$ cat config.mk
export PLATFORM = sky130hd
export DESIGN_NAME = cdt_timer
export DESIGN_NICKNAME = d
export VERILOG_FILES = /design/src/rtl/cdt_pkg.sv /design/src/rtl/cdt_prescale.sv /design/src/rtl/cdt_down.sv /design/src/rtl/cdt_unlock.sv /design/src/rtl/cdt_timer.sv
export SDC_FILE = /design/constraint.sdc
export NUM_CORES = 1
export LEC_CHECK = 0
export BUFFER_PORTS_ARGS = -buffer_cell sky130_fd_sc_hd__buf_2
export CORE_ASPECT_RATIO = 0.5
export CORE_UTILIZATION = 59
export CTS_CLUSTER_DIAMETER = 50
export DETAILED_ROUTE_END_ITERATION = 8
export PLACE_DENSITY = 0.85
export SYNTH_ARGS = -nofsm -noshare
export SYNTH_HDL_FRONTEND = slang
export SYNTH_SLANG_ARGS = --single-unit
$ cat constraint.sdc
create_clock -name clk -period 3.35 [get_ports clk]
set_clock_uncertainty 0.1 [all_clocks]
set_input_delay 0.5025 -clock clk [delete_from_list [all_inputs] [get_ports clk]]
set_output_delay 0.5025 -clock clk [all_outputs]
set_load 0.02 [all_outputs]
$ cat src/rtl/cdt_pkg.sv
package cdt_pkg;
  // register byte offsets
  localparam logic [7:0] OFS_LOAD = 8'h00;
  localparam logic [7:0] OFS_CNT  = 8'h04;
  localparam logic [7:0] OFS_CTRL = 8'h08;
  localparam logic [7:0] OFS_INT  = 8'h0C;
  localparam logic [7:0] OFS_RST  = 8'h10;
  localparam logic [7:0] OFS_DIS  = 8'h14;
  // control field positions
  localparam int CB_EN   = 0;
  localparam int CB_AUTO = 1;
  localparam int CB_IE   = 2;
  localparam int CB_WD   = 3;
  localparam int CB_PRE  = 8;
  // watchdog exit keys
  localparam logic [31:0] WD_KEY1 = 32'h12345678;
  localparam logic [31:0] WD_KEY2 = 32'h87654321;
endpackage

$ cat src/rtl/cdt_prescale.sv
module cdt_prescale #(
  parameter int PRE_W = 8
) (
  input  logic             clk,
  input  logic             rst,
  input  logic             en,
  input  logic             restart,
  input  logic [PRE_W-1:0] presc,
  output logic             tick
);
  logic [PRE_W-1:0] phase;

  // >= so a divider lowered below the current phase still wraps at once
  assign tick = en && (phase >= presc);

  always_ff @(posedge clk) begin
    if (rst || restart) phase <= '0;
    else if (en)        phase <= tick ? '0 : phase + 1'b1;
  end

  p_wrap_r3: assert property (@(posedge clk) disable iff (rst)
    tick |=> (phase == '0));
  p_hold_r3: assert property (@(posedge clk) disable iff (rst)
    (!en && !restart) |=> $stable(phase));
endmodule

$ cat src/rtl/cdt_down.sv
module cdt_down #(
  parameter int W = 32
) (
  input  logic         clk,
  input  logic         rst,
  input  logic         tick,
  input  logic         load_we,
  input  logic [W-1:0] load_val,
  input  logic [W-1:0] reload_val,
  input  logic         auto,
  output logic [W-1:0] cnt,
  output logic         hit
);
  logic [W-1:0] nxt;

  always_comb begin
    if (cnt == '0) nxt = auto ? reload_val : '0;
    else           nxt = cnt - 1'b1;
  end

  // arrival at zero: a real decrement to 0, or an auto wrap onto a zero start value
  assign hit = tick && !load_we && (nxt == '0) && ((cnt != '0) || auto);

  always_ff @(posedge clk) begin
    if (rst)          cnt <= '0;
    else if (load_we) cnt <= load_val;
    else if (tick)    cnt <= nxt;
  end

  p_idle_r3: assert property (@(posedge clk) disable iff (rst)
    (!tick && !load_we) |=> $stable(cnt));
  p_step_r3: assert property (@(posedge clk) disable iff (rst)
    (tick && !load_we && cnt != '0) |=> (cnt == $past(cnt) - 1'b1));
  p_stop_r5: assert property (@(posedge clk) disable iff (rst)
    (tick && !load_we && cnt == '0 && !auto) |=> (cnt == '0));
  p_load_r4: assert property (@(posedge clk) disable iff (rst)
    load_we |=> (cnt == $past(load_val)));
endmodule

$ cat src/rtl/cdt_unlock.sv
module cdt_unlock #(
  parameter int              DATA_W = 32,
  parameter logic [DATA_W-1:0] KEY1 = '0,
  parameter logic [DATA_W-1:0] KEY2 = '1
) (
  input  logic              clk,
  input  logic              rst,
  input  logic              wr,
  input  logic [DATA_W-1:0] wdata,
  output logic              unlock
);
  logic armed;

  assign unlock = wr && armed && (wdata == KEY2);

  always_ff @(posedge clk) begin
    if (rst)     armed <= 1'b0;
    else if (wr) armed <= (wdata == KEY1);
  end

  p_arm_r11: assert property (@(posedge clk) disable iff (rst)
    unlock |-> $past(wr && wdata == KEY1) || $past(armed));
endmodule

$ cat src/rtl/cdt_timer.sv
module cdt_timer
  import cdt_pkg::*;
#(
  parameter int ADDR_W = 5,
  parameter int DATA_W = 32,
  parameter int PRE_W  = 8
) (
  input  logic              clk,
  input  logic              rst,
  input  logic [ADDR_W-1:0] bus_addr,
  input  logic              bus_we,
  input  logic [DATA_W-1:0] bus_wdata,
  output logic [DATA_W-1:0] bus_rdata,
  output logic              irq,
  output logic              wd_rst
);
  logic aligned;
  logic sel_load, sel_cnt, sel_ctrl, sel_int, sel_rst, sel_dis;
  logic [DATA_W-1:0] load_r;
  logic              c_en, c_auto, c_ie, c_wd;
  logic [PRE_W-1:0]  c_pre;
  logic              int_flag, rst_flag;
  logic              tick, hit, unlock;
  logic [DATA_W-1:0] cnt;
  logic              int_nxt, rst_nxt, ie_nxt;
  logic [DATA_W-1:0] ctrl_rd, rd_nxt;

  assign aligned  = (bus_addr[1:0] == 2'b00);
  assign sel_load = aligned && (bus_addr == OFS_LOAD[ADDR_W-1:0]);
  assign sel_cnt  = aligned && (bus_addr == OFS_CNT[ADDR_W-1:0]);
  assign sel_ctrl = aligned && (bus_addr == OFS_CTRL[ADDR_W-1:0]);
  assign sel_int  = aligned && (bus_addr == OFS_INT[ADDR_W-1:0]);
  assign sel_rst  = aligned && (bus_addr == OFS_RST[ADDR_W-1:0]);
  assign sel_dis  = aligned && (bus_addr == OFS_DIS[ADDR_W-1:0]);

  cdt_prescale #(.PRE_W(PRE_W)) u_pre (
    .clk(clk), .rst(rst), .en(c_en), .restart(bus_we && sel_load),
    .presc(c_pre), .tick(tick)
  );

  cdt_down #(.W(DATA_W)) u_cnt (
    .clk(clk), .rst(rst), .tick(tick), .load_we(bus_we && sel_load),
    .load_val(bus_wdata), .reload_val(load_r), .auto(c_auto),
    .cnt(cnt), .hit(hit)
  );

  cdt_unlock #(.DATA_W(DATA_W), .KEY1(WD_KEY1[DATA_W-1:0]),
               .KEY2(WD_KEY2[DATA_W-1:0])) u_unl (
    .clk(clk), .rst(rst), .wr(bus_we && sel_dis), .wdata(bus_wdata),
    .unlock(unlock)
  );

  // sticky flags: a new event wins over a same-cycle clear
  always_comb begin
    int_nxt = int_flag;
    rst_nxt = rst_flag;
    if (bus_we && sel_int && bus_wdata[0]) int_nxt = 1'b0;
    if (bus_we && sel_rst && bus_wdata[0]) rst_nxt = 1'b0;
    if (hit && !c_wd) int_nxt = 1'b1;
    if (hit &&  c_wd) rst_nxt = 1'b1;
    ie_nxt = (bus_we && sel_ctrl) ? bus_wdata[CB_IE] : c_ie;
  end

  always_ff @(posedge clk) begin
    if (rst) begin
      load_r   <= '0;
      c_en     <= 1'b0;
      c_auto   <= 1'b0;
      c_ie     <= 1'b0;
      c_wd     <= 1'b0;
      c_pre    <= '0;
      int_flag <= 1'b0;
      rst_flag <= 1'b0;
      irq      <= 1'b0;
      wd_rst   <= 1'b0;
    end else begin
      if (bus_we && sel_load) load_r <= bus_wdata;
      if (bus_we && sel_ctrl) begin
        c_en   <= bus_wdata[CB_EN];
        c_auto <= bus_wdata[CB_AUTO];
        c_ie   <= bus_wdata[CB_IE];
        c_pre  <= bus_wdata[CB_PRE +: PRE_W];
        c_wd   <= c_wd | bus_wdata[CB_WD];
      end else if (unlock) begin
        c_wd   <= 1'b0;
      end
      int_flag <= int_nxt;
      rst_flag <= rst_nxt;
      irq      <= int_nxt && ie_nxt;
      wd_rst   <= rst_nxt;
    end
  end

  always_comb begin
    ctrl_rd = '0;
    ctrl_rd[CB_PRE +: PRE_W] = c_pre;
    ctrl_rd[CB_EN]   = c_en;
    ctrl_rd[CB_AUTO] = c_auto;
    ctrl_rd[CB_IE]   = c_ie;
    ctrl_rd[CB_WD]   = c_wd;
    rd_nxt = '0;
    if (sel_load) rd_nxt = load_r;
    if (sel_cnt)  rd_nxt = cnt;
    if (sel_ctrl) rd_nxt = ctrl_rd;
    if (sel_int)  rd_nxt[0] = int_flag;
    if (sel_rst)  rd_nxt[0] = rst_flag;
  end

  always_ff @(posedge clk) begin
    if (rst) bus_rdata <= '0;
    else     bus_rdata <= rd_nxt;
  end

  p_irq_r8: assert property (@(posedge clk) disable iff (rst)
    irq == (int_flag && c_ie));
  p_wd_sticky_r10: assert property (@(posedge clk) disable iff (rst)
    (c_wd && !(bus_we && sel_dis)) |=> c_wd);
  p_exit_r11: assert property (@(posedge clk) disable iff (rst)
    $fell(c_wd) |-> $past(bus_we && sel_dis && bus_wdata == WD_KEY2[DATA_W-1:0]));
  p_wdrst_r9: assert property (@(posedge clk) disable iff (rst)
    $rose(wd_rst) |-> $past(c_wd));
  p_int_src_r9: assert property (@(posedge clk) disable iff (rst)
    $rose(int_flag) |-> !$past(c_wd));
endmodule

==> parameters.txt, run 1 <==
Parameter                              Value

Routing
  Overall routed net length    23,000 um
  Number of vias in the routed layout    7,047
  Length of routed wiring on met1    9810 um
  Final antenna-violating net count    0
  Initial DRC Count    842
  Number of remaining DRC errors    0
  Vias per inst    6.73
  WL met2    9600 um
  Post-DR wirelength/cell    22.0 um
  Met3 WL post-DR    2970 um
  Detailed Routing Iterations Pass 1    6
  Top sig layer    met5

Clock network
  Reg clk slew, reported paths    0.06 ns
  Number of buffers on the longest clock path    2
  Setup fix buffers added after clock tree synthesis    0
  Post-cts repair resize count    0
  Number of buffers added to fix hold violations after cts    0
  CTS H-Tree Depth    4
  Latest clock arrival within the worst-skew pair    0.42 ns
  Clock tree root buffer cell    sky130_fd_sc_hd__clkbuf_16
  TritonCTS clock tree    yes
  Inserted Clock Buffers    17
  Clk sinks    120

Timing
  Headroom to the max-slew limit    34.0%
  Transition at the pin with the smallest max-transition slack    0.987 ns
  Number of hold-slack violations in the final timing report    0
  Total Negative Setup Slacks    0 ns
  Hold_ws    0.254 ns
  Highest attainable clock frequency    329 MHz
  Crit share post-route    90.6%
  Max-slew violation count    0
  Slack of the critical path    0.315 ns
  Clock period minus final worst setup slack    3.04 ns
  Unrepaired setup endpoints after global routing    false
  Number of failing setup endpoints in the final timing report    0

Global routing
  Final global-route overflow total    0
  Maximum number of pins on one net before global-route repair    40
  Initial antenna violation count    1
  Total routing usage reported by global routing    41.0%
  Number of global-route vias before repair    6,248
  Global-route wire length before repair    35,100 um

Die
  Die footprint    11,400 um^2
  Initial Util    62.0%
  Overall die height    76.0 um
  Core Box Area    10,400 um^2
  I/O pin total    74
  Chip Width    150 um
  Total number of placement rows    26

Placed design
  Input/output buffers    73
  Gp weighted congestion    0.985
  Setup slack at placement    0.426 ns
  Final HPWL DP    16,300 um

Yosys
  Dominant cells by area after synthesis    sky130_fd_sc_hd__dfxtp_1, sky130_fd_sc_hd__a21oi_1, sky130_fd_sc_hd__nor2_1, sky130_fd_sc_hd__nand2_1, sky130_fd_sc_hd__clkbuf_1
  Syn nets    892
  Ys flop type    sky130_fd_sc_hd__dfxtp_1
  Number of enable-type register cells in the synthesized netlist    0
  Area leader, netlist    sky130_fd_sc_hd__dfxtp_1
  Flops & latches, synth    120
  Post-Syn Instances    841
  Yosys synthesis warning count    0
  Async S/R FF share, synth    0%
  Share of the yosys chip area belonging to registers    37.2%
  Synth top area share    37.2%
  Syn Area/Cell    7.68 um^2
  Number of unique standard cell types used by synthesis    73
  Most numerous cell types in the synthesized netlist    sky130_fd_sc_hd__dfxtp_1, sky130_fd_sc_hd__a21oi_1, sky130_fd_sc_hd__nor2_1
  Most instantiated library cell after synthesis    sky130_fd_sc_hd__dfxtp_1
  Cell Area, Synth    6460 um^2

Worst setup path
  Nature of the critical path endpoint    flop
  Cell chain of the critical path    nor4_1 -> nand4_2 -> or4_1 -> nor3_2 -> xor2_1 -> a2111oi_0 -> a31oi_1 -> nor3_2
  Arr. time, crit path    3.28 ns
  CP top delay family    simple AND/OR/NAND/NOR gates
  Most prevalent standard cell on the critical path    sky130_fd_sc_hd__nor3_2
  Maximum fanout along the worst path    11
  Required time of the critical path    3.60 ns
  Flop2flop setup slack    0.31 ns
  Start-to-end type of the worst setup path    flop to flop
  Kind of start point of the critical path    flop
  Cell with the largest stage delay on the worst path    sky130_fd_sc_hd__or4_1
  Maximum single-stage delay on the critical path    0.61 ns
  Reg-to-Reg End    irq$_SDFF_PP0_
  Cell depth of the worst flop-to-flop path    8
  Combined buffer and inverter count along the critical path    0
  Startpoint of the worst register-to-register path    u_cnt.cnt[2]$_SDFFE_PP0P_

Min path
  Beginning of the worst hold path    bus_wdata[27]
  Type of the worst min-delay path    input port to flop
  Hold worst-path end    load_r[27]$_SDFFE_PP0P_
  Depth of the worst hold-timing path    3

Finish
  FILL cells    832
  Final Net Count    945
  Share of layout cells above drive strength 1    18.2%
  Diode count    0
  Final design utilization    72.2%
  Area delta synth->final    16.3%

Pwr
  Worst supply voltage drop on vdd    0.313 mV
  Power per standard cell area    508 nW/um^2
  Leakage power figure    0.00288 uW

Flow run
  Max-cap violations    0

Outcome
  Status    complete, no violations
## flip-flops by register name (all words and copies together), names as in the netlist
signal       flops
bus_rdata       32
load_r          32
u_cnt.cnt       32
c_pre            8
u_pre.phase      8
c_auto           1
c_en             1
c_ie             1
c_wd             1
int_flag         1
irq              1
rst_flag         1
u_unl.armed      1
## per-layer routing
metal,global-route usage [%],vias up
met3,11.1,78
met5,0,-
met2,59.4,515
met4,12.5,2
met1,58.8,3312
li1,-,3140
## placed cells by master, fill, tap and decap left out, types with 5 or more instances in the layout
master and count:
sky130_fd_sc_hd__a211oi_1 5, sky130_fd_sc_hd__a21o_1 7, sky130_fd_sc_hd__a21oi_1 109, sky130_fd_sc_hd__a22oi_1 23
sky130_fd_sc_hd__a31oi_1 8, sky130_fd_sc_hd__and2_1 5, sky130_fd_sc_hd__and3_1 6, sky130_fd_sc_hd__buf_2 73
sky130_fd_sc_hd__buf_4 35, sky130_fd_sc_hd__clkbuf_16 17, sky130_fd_sc_hd__clkinvlp_4 5, sky130_fd_sc_hd__dfxtp_1 120
sky130_fd_sc_hd__ha_1 11, sky130_fd_sc_hd__inv_1 13, sky130_fd_sc_hd__mux2i_1 14, sky130_fd_sc_hd__nand2_1 103
sky130_fd_sc_hd__nand3_1 29, sky130_fd_sc_hd__nand4_1 10, sky130_fd_sc_hd__nor2_1 104, sky130_fd_sc_hd__nor3_1 19
sky130_fd_sc_hd__nor4_1 17, sky130_fd_sc_hd__nor4b_1 6, sky130_fd_sc_hd__o211ai_1 14, sky130_fd_sc_hd__o21ai_0 24
sky130_fd_sc_hd__o221ai_1 6, sky130_fd_sc_hd__or2_2 5, sky130_fd_sc_hd__or3_1 7, sky130_fd_sc_hd__or4_1 5
sky130_fd_sc_hd__xnor2_1 11, sky130_fd_sc_hd__xor2_1 9
## worst max path at each step
stage               depth (start not counted)                   to  slack (ns)                      start
floorplan                                  10       irq$_SDFF_PP0_        0.72  u_cnt.cnt[0]$_SDFFE_PP0P_
global placement                            7  int_flag$_SDFF_PP0_        0.44  u_cnt.cnt[2]$_SDFFE_PP0P_
detailed placement                          8       irq$_SDFF_PP0_        0.43  u_cnt.cnt[2]$_SDFFE_PP0P_
CTS                                         8       irq$_SDFF_PP0_        0.37  u_cnt.cnt[2]$_SDFFE_PP0P_
global route                                8       irq$_SDFF_PP0_        0.13  u_cnt.cnt[2]$_SDFFE_PP0P_
finish                                      8       irq$_SDFF_PP0_        0.31  u_cnt.cnt[2]$_SDFFE_PP0P_
## per-stage QoR
stage,power [uW],std cells,instance area [um^2]
after global placement,2100,1015,6970
after detailed placement,2100,1015,6970
after global routing,3920,1047,7510
after CTS,3780,1047,7510
final,3820,1047,7510
after floorplan,1890,841,6460
## worst reg2reg max path, delay by kind of cell (launching register included)
| family | cells | cell delay (ns) |
|---|---|---|
| AND/OR/NAND/NOR | 5 | 1.73 |
| XOR/XNOR | 1 | 0.11 |
| flip-flops | 1 | 0.44 |
| AO/OA/AOI/OAI | 2 | 0.59 |
## report_power, final
group / total [uW] / internal [uW] / switching [uW]
Clock: 1710 / 1010 / 696
Sequential: 1460 / 1440 / 17.7
Combinational: 654 / 228 / 426
## layout make-up
cell class                 instances  area [um^2]  area share, %
clock buffer                      20          437           5.81
clock inverter                    12          105           1.40
inverter                          13         48.8          0.650
multi-input combinational        634         3720           49.5
sequential                       120         2400           32.0
tap                              140          175           2.33
timing repair buffer             108          628           8.36
## kinds of logic (layout without fill, tap and decap cells)
| kind of cell | count (synthesis) | in the layout | synth area share [%] |
|---|---|---|---|
| and+or+nand+nor | 355 | 355 | 27.4 |
| AOI/OAI and AO/OA | 232 | 232 | 22.6 |
| buffers and inverters | 87 | 153 | 5.50 |
| adders and majority gates | 11 | 11 | 2.13 |
| xor gates and xnor gates | 20 | 20 | 2.71 |
| DFF | 120 | 120 | 37.2 |
| muxes | 16 | 16 | 2.52 |
No activity file was read; power rests on OpenSTA's default activity.
==> run 2, diff against run 1 <==
==> constraint.sdc (replaced) <==
create_clock -name clk -period 3.35 [get_ports clk]
set_clock_uncertainty 0.1 [all_clocks]
set_input_delay 0.1675 -clock clk [delete_from_list [all_inputs] [get_ports clk]]
set_output_delay 0.1675 -clock clk [all_outputs]
set_load 0.02 [all_outputs]
==> run 2 against run 1 <==
  * Register-to-register slack worse by 0.08 ns
  * Highest routed layer is now met4
  * Via count is 1.6% higher
  * Clock power grew 8%
  * Total power rose by 4.3%
  * Flip-flop and latch count unchanged
  * Cell count is 2.9% higher
  * Combinational power up 5.2%
  * Critical endpoint unchanged
  * Worst setup slack got worse by 0.084 ns
  * Routed wire length rose by 4.2%
  * Design area increased by 4.7%
  * Sequential power is essentially flat
  * Critical path type unchanged
==> parameters.txt, run 2 (same netlist as run 1, synthesis figures left out) <==
Parameter                              Value

Finish
  Most common library cell in the layout ignoring fill and taps    sky130_fd_sc_hd__dfxtp_1
  Share of layout cells above drive strength 1    17.9% (-0.26 points)
  Commonest non-fill, non-tap cells in the layout    sky130_fd_sc_hd__dfxtp_1, sky130_fd_sc_hd__a21oi_1, sky130_fd_sc_hd__nor2_1
  Diode count    0 (unchanged)
  Final Net Count    975 (+3.2%)
  Largest registers    bus_rdata (32), load_r (32), u_cnt.cnt (32)
  Area delta synth->final    21.8%

Clock network
  CTS H-Tree Depth    4 (unchanged)
  Number of buffers on the longest clock path    2 (unchanged)
  Inserted Clock Buffers    17 (unchanged)
  Setup fix buffers added after clock tree synthesis    0 (unchanged)
  Post-cts repair resize count    0 (unchanged)
  Clk sinks    120 (unchanged)
  TritonCTS clock tree    yes
  Reg clk slew, reported paths    0.06 ns (about the same)
  Clock tree root buffer cell    sky130_fd_sc_hd__clkbuf_16
  Number of buffers added to fix hold violations after cts    29 (+29)
  Latest clock arrival within the worst-skew pair    0.42 ns (about the same)

Timing
  Clock period minus final worst setup slack    3.12 ns (+0.0836 ns)
  Headroom to the max-slew limit    44.3% (+10 points)
  Unrepaired setup endpoints after global routing    false
  Crit share post-route    93.1% (+2.5 points)
  Max-slew violation count    0 (unchanged)
  Hold_ws    0.0242 ns (-0.230 ns)
  Total Negative Setup Slacks    0 ns (unchanged)
  Number of failing setup endpoints in the final timing report    0 (unchanged)
  Number of hold-slack violations in the final timing report    0 (unchanged)
  Highest attainable clock frequency    321 MHz (-2.7%)
  Transition at the pin with the smallest max-transition slack    0.834 ns (-0.154 ns)

Worst setup path
  CP top delay family    simple AND/OR/NAND/NOR gates
  Cell chain of the critical path    nor4_2 -> nand4_1 -> buf_4 -> or3_1 -> a21oi_1 -> a31oi_1 -> a2111oi_0 -> a31oi_1 -> nor3_2
  Maximum fanout along the worst path    10 (-1)
  Nature of the critical path endpoint    flop
  Start-to-end type of the worst setup path    flop to flop
  Arr. time, crit path    3.37 ns (+0.09 ns)
  Most prevalent standard cell on the critical path    sky130_fd_sc_hd__a31oi_1
  Required time of the critical path    3.60 ns (about the same)
  Maximum single-stage delay on the critical path    0.54 ns (-0.07 ns)
  Combined buffer and inverter count along the critical path    1 (+1)
  Kind of start point of the critical path    flop
  Cell with the largest stage delay on the worst path    sky130_fd_sc_hd__or3_1

Global routing
  Global-route wire length before repair    37,500 um (+6.8%)
  Number of global-route vias before repair    6,697 (+7.2%)
  Final global-route overflow total    0 (unchanged)
  Initial antenna violation count    0 (-1)
  Total routing usage reported by global routing    43.7% (+2.7 points)
  Maximum number of pins on one net before global-route repair    62 (+55%)

Pwr
  Leakage power figure    0.00305 uW (+5.7%)
  Power per standard cell area    506 nW/um^2 (-0.45%)
  Total power    3980 uW (+4.3%)
  Worst supply voltage drop on vdd    0.391 mV (+25%)

Flow run
  Max-cap violations    0 (unchanged)

Routing
  Number of remaining DRC errors    0 (unchanged)
  Detailed Routing Iterations Pass 1    8 (+2)
  Post-DR wirelength/cell    22.3 um (+1.3%)
  Overall routed net length    24,000 um (+4.2%)
  Final antenna-violating net count    0 (unchanged)
  Initial DRC Count    890 (+5.7%)
  Vias per inst    6.65 (-1.3%)
  Number of vias in the routed layout    7,157 (+1.6%)

Die
  Total number of placement rows    26 (unchanged)
  Overall die height    76.0 um (unchanged)
  Chip Width    150 um (unchanged)
  Initial Util    62.0% (unchanged)
  Core Box Area    10,400 um^2 (unchanged)
  Die footprint    11,400 um^2 (unchanged)
  I/O pin total    74 (unchanged)

Placed design
  Final HPWL DP    16,500 um (+0.96%)
  Gp weighted congestion    1.00 (+1.7%)
  Input/output buffers    73 (unchanged)

Min path
  Type of the worst min-delay path    input port to flop

Outcome
  Status    complete, no violations
[run 2: cell count changes in the layout (fill, tap and decap cells not counted), moves of 2 or more]
cell / delta
sky130_fd_sc_hd__dlygate4sd3_1: +29
sky130_fd_sc_hd__inv_6: +3
sky130_fd_sc_hd__clkbuf_1: -2
sky130_fd_sc_hd__clkinv_2: -2
sky130_fd_sc_hd__clkinvlp_4: -2
[run 2: final cells by class]
cell class / count / area (um^2)
clock inverters: 13 / 145
multi-input cells: 634 / 3720
flip-flops and latches: 120 / 2400
inverters: 13 / 48.8
fillers: 775 / 2540
repair buffers: 138 / 938
well taps: 140 / 175
clock buffers: 19 / 443
[run 2: metrics by stage]
| stage | area (um^2) | std cells | setup slack, ns | util, % |
|---|---|---|---|---|
| CTS | 7870 | 1077 | 0.352 | 75.6 |
| global route | 7870 | 1077 | 0.101 | 75.6 |
| floorplan | 6460 | 841 | 0.721 | - |
| global placement | 6990 | 1016 | 0.464 | 67.2 |
| finish | 7870 | 1077 | 0.231 | 75.6 |
| detailed placement | 6990 | 1016 | 0.399 | 67.2 |
[run 2: power breakdown]
group	leakage (uW)	internal [uW]	switching [uW]	total [uW]
clock network	0.000280	1120	717	1840
logic	0.00180	255	433	688
registers	0.000967	1440	18.2	1460
[run 2: path summary, 6_finish.rpt]
path	start	to	slack [ns]	depth (start not counted)
worst max-delay path	u_cnt.cnt[14]$_SDFFE_PP0P_	irq$_SDFF_PP0_	0.23	9
worst min register to register	u_unl.armed$_SDFFE_PP0P_	u_unl.armed$_SDFFE_PP0P_	0.38	2
worst max register to register	u_cnt.cnt[14]$_SDFFE_PP0P_	irq$_SDFF_PP0_	0.23	9
worst min-delay path	bus_wdata[9]	load_r[9]$_SDFFE_PP0P_	0.02	3
[run 2: per-layer routing]
metal	part of all wire [%]	GRT usage, %	up-vias
li1	-	-	3199
met1	40	60.6	3315
met2	42	63.8	552
met3	14	12.5	91
met4	3.5	17.0	0
met5	0	0	-
[run 2: tightest hold or removal path, delay by kind of cell]
family | cells | cell delay, ns
AND/OR/NAND/NOR | 1 | 0.10
buffers and inverters | 1 | 0.16
AO/OA/AOI/OAI | 1 | 0.07
==> run 3, diff against run 2 <==
--- a/config.mk
+++ b/config.mk
@@ -7,9 +7,11 @@
 export LEC_CHECK = 0
 export BUFFER_PORTS_ARGS = -buffer_cell sky130_fd_sc_hd__buf_2
 export CORE_ASPECT_RATIO = 0.5
+export CORE_MARGIN = 2
 export CORE_UTILIZATION = 59
 export CTS_CLUSTER_DIAMETER = 50
 export DETAILED_ROUTE_END_ITERATION = 8
+export GPL_ROUTABILITY_DRIVEN = 0
 export PLACE_DENSITY = 0.85
 export SYNTH_ARGS = -nofsm -noshare
 export SYNTH_HDL_FRONTEND = slang
==> run 3 against run 2 <==
  * The run now ends with design-rule violations left
  * Design area is 0.83% lower
  * Die area is 4.0% higher
  * Combinational power is 2% lower
  * Total power is 0.70% higher
  * Core utilization is 0.86 points lower
  * Worst hold slack worse by 0.0056 ns
  * Worst setup slack worse by 0.13 ns
  * Critical path type unchanged
  * Highest routed layer unchanged
==> parameters.txt, run 3 (same netlist as run 1, synthesis figures left out) <==
Parameter                              Value

Flow run
  Max-cap violations    0 (unchanged)

Routing
  Final antenna-violating net count    0 (unchanged)
  Overall routed net length    22,400 um (-6.7%)
  Initial DRC Count    1,203 (+35%)
  Post-DR wirelength/cell    21.0 um (-5.8%)
  Number of vias in the routed layout    7,331 (+2.4%)
  Vias per inst    6.87 (+3.4%)
  Detailed Routing Iterations Pass 1    9 (+1)
  Number of remaining DRC errors    2 (+2)

Min path
  Beginning of the worst hold path    bus_wdata[4]
  Type of the worst min-delay path    input port to flop
  Depth of the worst hold-timing path    3 (unchanged)

Finish
  Commonest non-fill, non-tap cells in the layout    sky130_fd_sc_hd__dfxtp_1, sky130_fd_sc_hd__a21oi_1, sky130_fd_sc_hd__nor2_1
  Most common library cell in the layout ignoring fill and taps    sky130_fd_sc_hd__dfxtp_1
  Share of layout cells above drive strength 1    17.3% (-0.67 points)
  Area delta synth->final    20.8%
  Largest registers    bus_rdata (32), load_r (32), u_cnt.cnt (32)
  Diode count    0 (unchanged)
  FILL cells    735 (-5.2%)
  Final Net Count    965 (-1.0%)

Pwr
  Worst supply voltage drop on vdd    0.444 mV (+14%)
  Switching portion of total power    28.0% (-1.3 points)
  Sequential share of power    36.3% (-0.3 points)
  Fraction of power consumed by combinational cells    16.8% (-0.5 points)
  Switching power    1120 uW (-3.8%)
  Internal power summed over all cells    2890 uW (+2.6%)
  Part of the power in the clock network    46.9% (+0.7 points)
  Leakage power figure    0.00301 uW (-1.3%)
  Power per standard cell area    514 nW/um^2 (+1.5%)

Timing
  Hold_ws    0.0186 ns (-0.00559 ns)
  Headroom to the max-slew limit    42.7% (-1.6 points)
  Highest attainable clock frequency    308 MHz (-4.0%)
  Number of failing setup endpoints in the final timing report    0 (unchanged)
  Slack of the critical path    0.102 ns (-0.129 ns)
  Max-slew violation count    0 (unchanged)
  Total Negative Setup Slacks    0 ns (unchanged)
  Clock period minus final worst setup slack    3.25 ns (+0.129 ns)
  Transition at the pin with the smallest max-transition slack    0.859 ns (+0.0257 ns)
  Number of hold-slack violations in the final timing report    0 (unchanged)
  Crit share post-route    97.0% (+3.9 points)

Worst setup path
  Nature of the critical path endpoint    flop
  Worst Setup EP    irq$_SDFF_PP0_
  CP Launch Point    u_cnt.cnt[0]$_SDFFE_PP0P_
  Startpoint of the worst register-to-register path    u_cnt.cnt[0]$_SDFFE_PP0P_
  Flop2flop setup slack    0.10 ns (-0.13 ns)
  Arr. time, crit path    3.50 ns (+0.13 ns)
  Start-to-end type of the worst setup path    flop to flop
  Cell depth of the worst flop-to-flop path    10 (+1)
  Kind of start point of the critical path    flop
  Maximum fanout along the worst path    11 (+1)
  Reg-to-Reg End    irq$_SDFF_PP0_
  Required time of the critical path    3.60 ns (about the same)

Die
  Initial Util    61.8% (-0.19 points)
  Die footprint    11,900 um^2 (+4.0%)
  Total number of placement rows    26 (unchanged)
  Chip Width    152 um (+1.3%)
  I/O pin total    74 (unchanged)
  Overall die height    78.0 um (+2.6%)
  Core Box Area    10,400 um^2 (+0.31%)

Clock network
  Latest clock arrival within the worst-skew pair    0.43 ns (about the same)
  Inserted Clock Buffers    17 (unchanged)
  TritonCTS clock tree    yes
  Reg clk slew, reported paths    0.06 ns (about the same)
  Clock tree root buffer cell    sky130_fd_sc_hd__clkbuf_16
  CTS H-Tree Depth    4 (unchanged)
  Number of buffers on the longest clock path    2 (unchanged)
  Clk sinks    120 (unchanged)

Global routing
  Total routing usage reported by global routing    37.3% (-6.4 points)
  Maximum number of pins on one net before global-route repair    46 (-26%)
  Global-route wire length before repair    35,000 um (-6.5%)
  Initial antenna violation count    0 (unchanged)
  Final global-route overflow total    0 (unchanged)
  Number of global-route vias before repair    6,627 (-1.0%)

Placed design
  Setup slack at placement    0.297 ns (-0.102 ns)
  Input/output buffers    73 (unchanged)
  Final HPWL DP    14,600 um (-11%)

Outcome
  Status    finished with violations
  Failing checks    design-rule violations
==> run 3: cell count changes in the layout (fill, tap and decap cells not counted), sizes merged <==
cell	change
buf	-9
inv	-3
bufinv	+1
clkbuf	+1
clkinv	+1
dlygate4sd3	-1
==> run 3: worst min-delay path by stage <==
stage / end / slack (ns)
2_1_floorplan: load_r[17]$_SDFFE_PP0P_ / 0.20
3_3_place_gp: load_r[27]$_SDFFE_PP0P_ / 0.33
3_5_place_dp: load_r[27]$_SDFFE_PP0P_ / 0.34
4_1_cts: u_cnt.cnt[30]$_SDFFE_PP0P_ / 0.007
5_1_grt: load_r[4]$_SDFFE_PP0P_ / 0.02
6_report: load_r[4]$_SDFFE_PP0P_ / 0.02
==> run 3: final cells by class <==
cell class / count / area (um^2) / share of cell area [%]
multi-input cells: 634 / 3720 / 47.7
flip-flops and latches: 120 / 2400 / 30.8
repair buffers: 128 / 848 / 10.9
clock buffers: 20 / 457 / 5.85
well taps: 140 / 175 / 2.24
clock inverters: 12 / 150 / 1.92
inverters: 13 / 48.8 / 0.625
==> run 3: what timing repair did <==
action	CTS	global route
setup buffers	0	3
pin swaps	0	1
hold buffers	28	0
setup endpoints to repair	2	2
hold endpoints to repair	51	0
gates resized for setup	1	1
==> run 3: critical path, cell delays in order (launching register included) <==
cell and delay [ns]:
sky130_fd_sc_hd__dfxtp_1 0.36, sky130_fd_sc_hd__inv_1 0.14, sky130_fd_sc_hd__ha_1 0.26, sky130_fd_sc_hd__nor4b_1 0.33, sky130_fd_sc_hd__nand4_2 0.23, sky130_fd_sc_hd__or3_1 0.57, sky130_fd_sc_hd__a21oi_1 0.22, sky130_fd_sc_hd__a31oi_1 0.12
sky130_fd_sc_hd__a2111oi_2 0.51, sky130_fd_sc_hd__a31oi_1 0.20, sky130_fd_sc_hd__nor3_2 0.14
==> run 3: metrics by stage <==
step                      util, %  power (uW)  std cells  instance area, um^2
final                        74.7        4010       1067                 7800
after global routing         74.7        4110       1067                 7800
after CTS                    74.5        3950       1064                 7780
after detailed placement     66.0        2070       1004                 6890
after global placement       66.0        2060       1004                 6890
after floorplan                 -        1890        841                 6460
==> run 3: power groups by stage <==
stage                     Sequential (uW)  Clock (uW)  Combinational [uW]
after CTS                            1450        1880                 621
after global placement               1480           0                 573
after detailed placement             1480           0                 585
after floorplan                      1480           0                 414
after global routing                 1460        1960                 701
final                                1460        1880                 673
==> run 3: layer usage <==
metal  share of wire [%]  wire (um)  track usage [%]  vias up
li1                    -          -                -     3191
met1                  37       8320             46.9     3308
met2                  41       9200             56.5      654
met3                  15       3360             13.1      178
met4                 6.7       1490             20.5        0
met5                   0          0                0        -
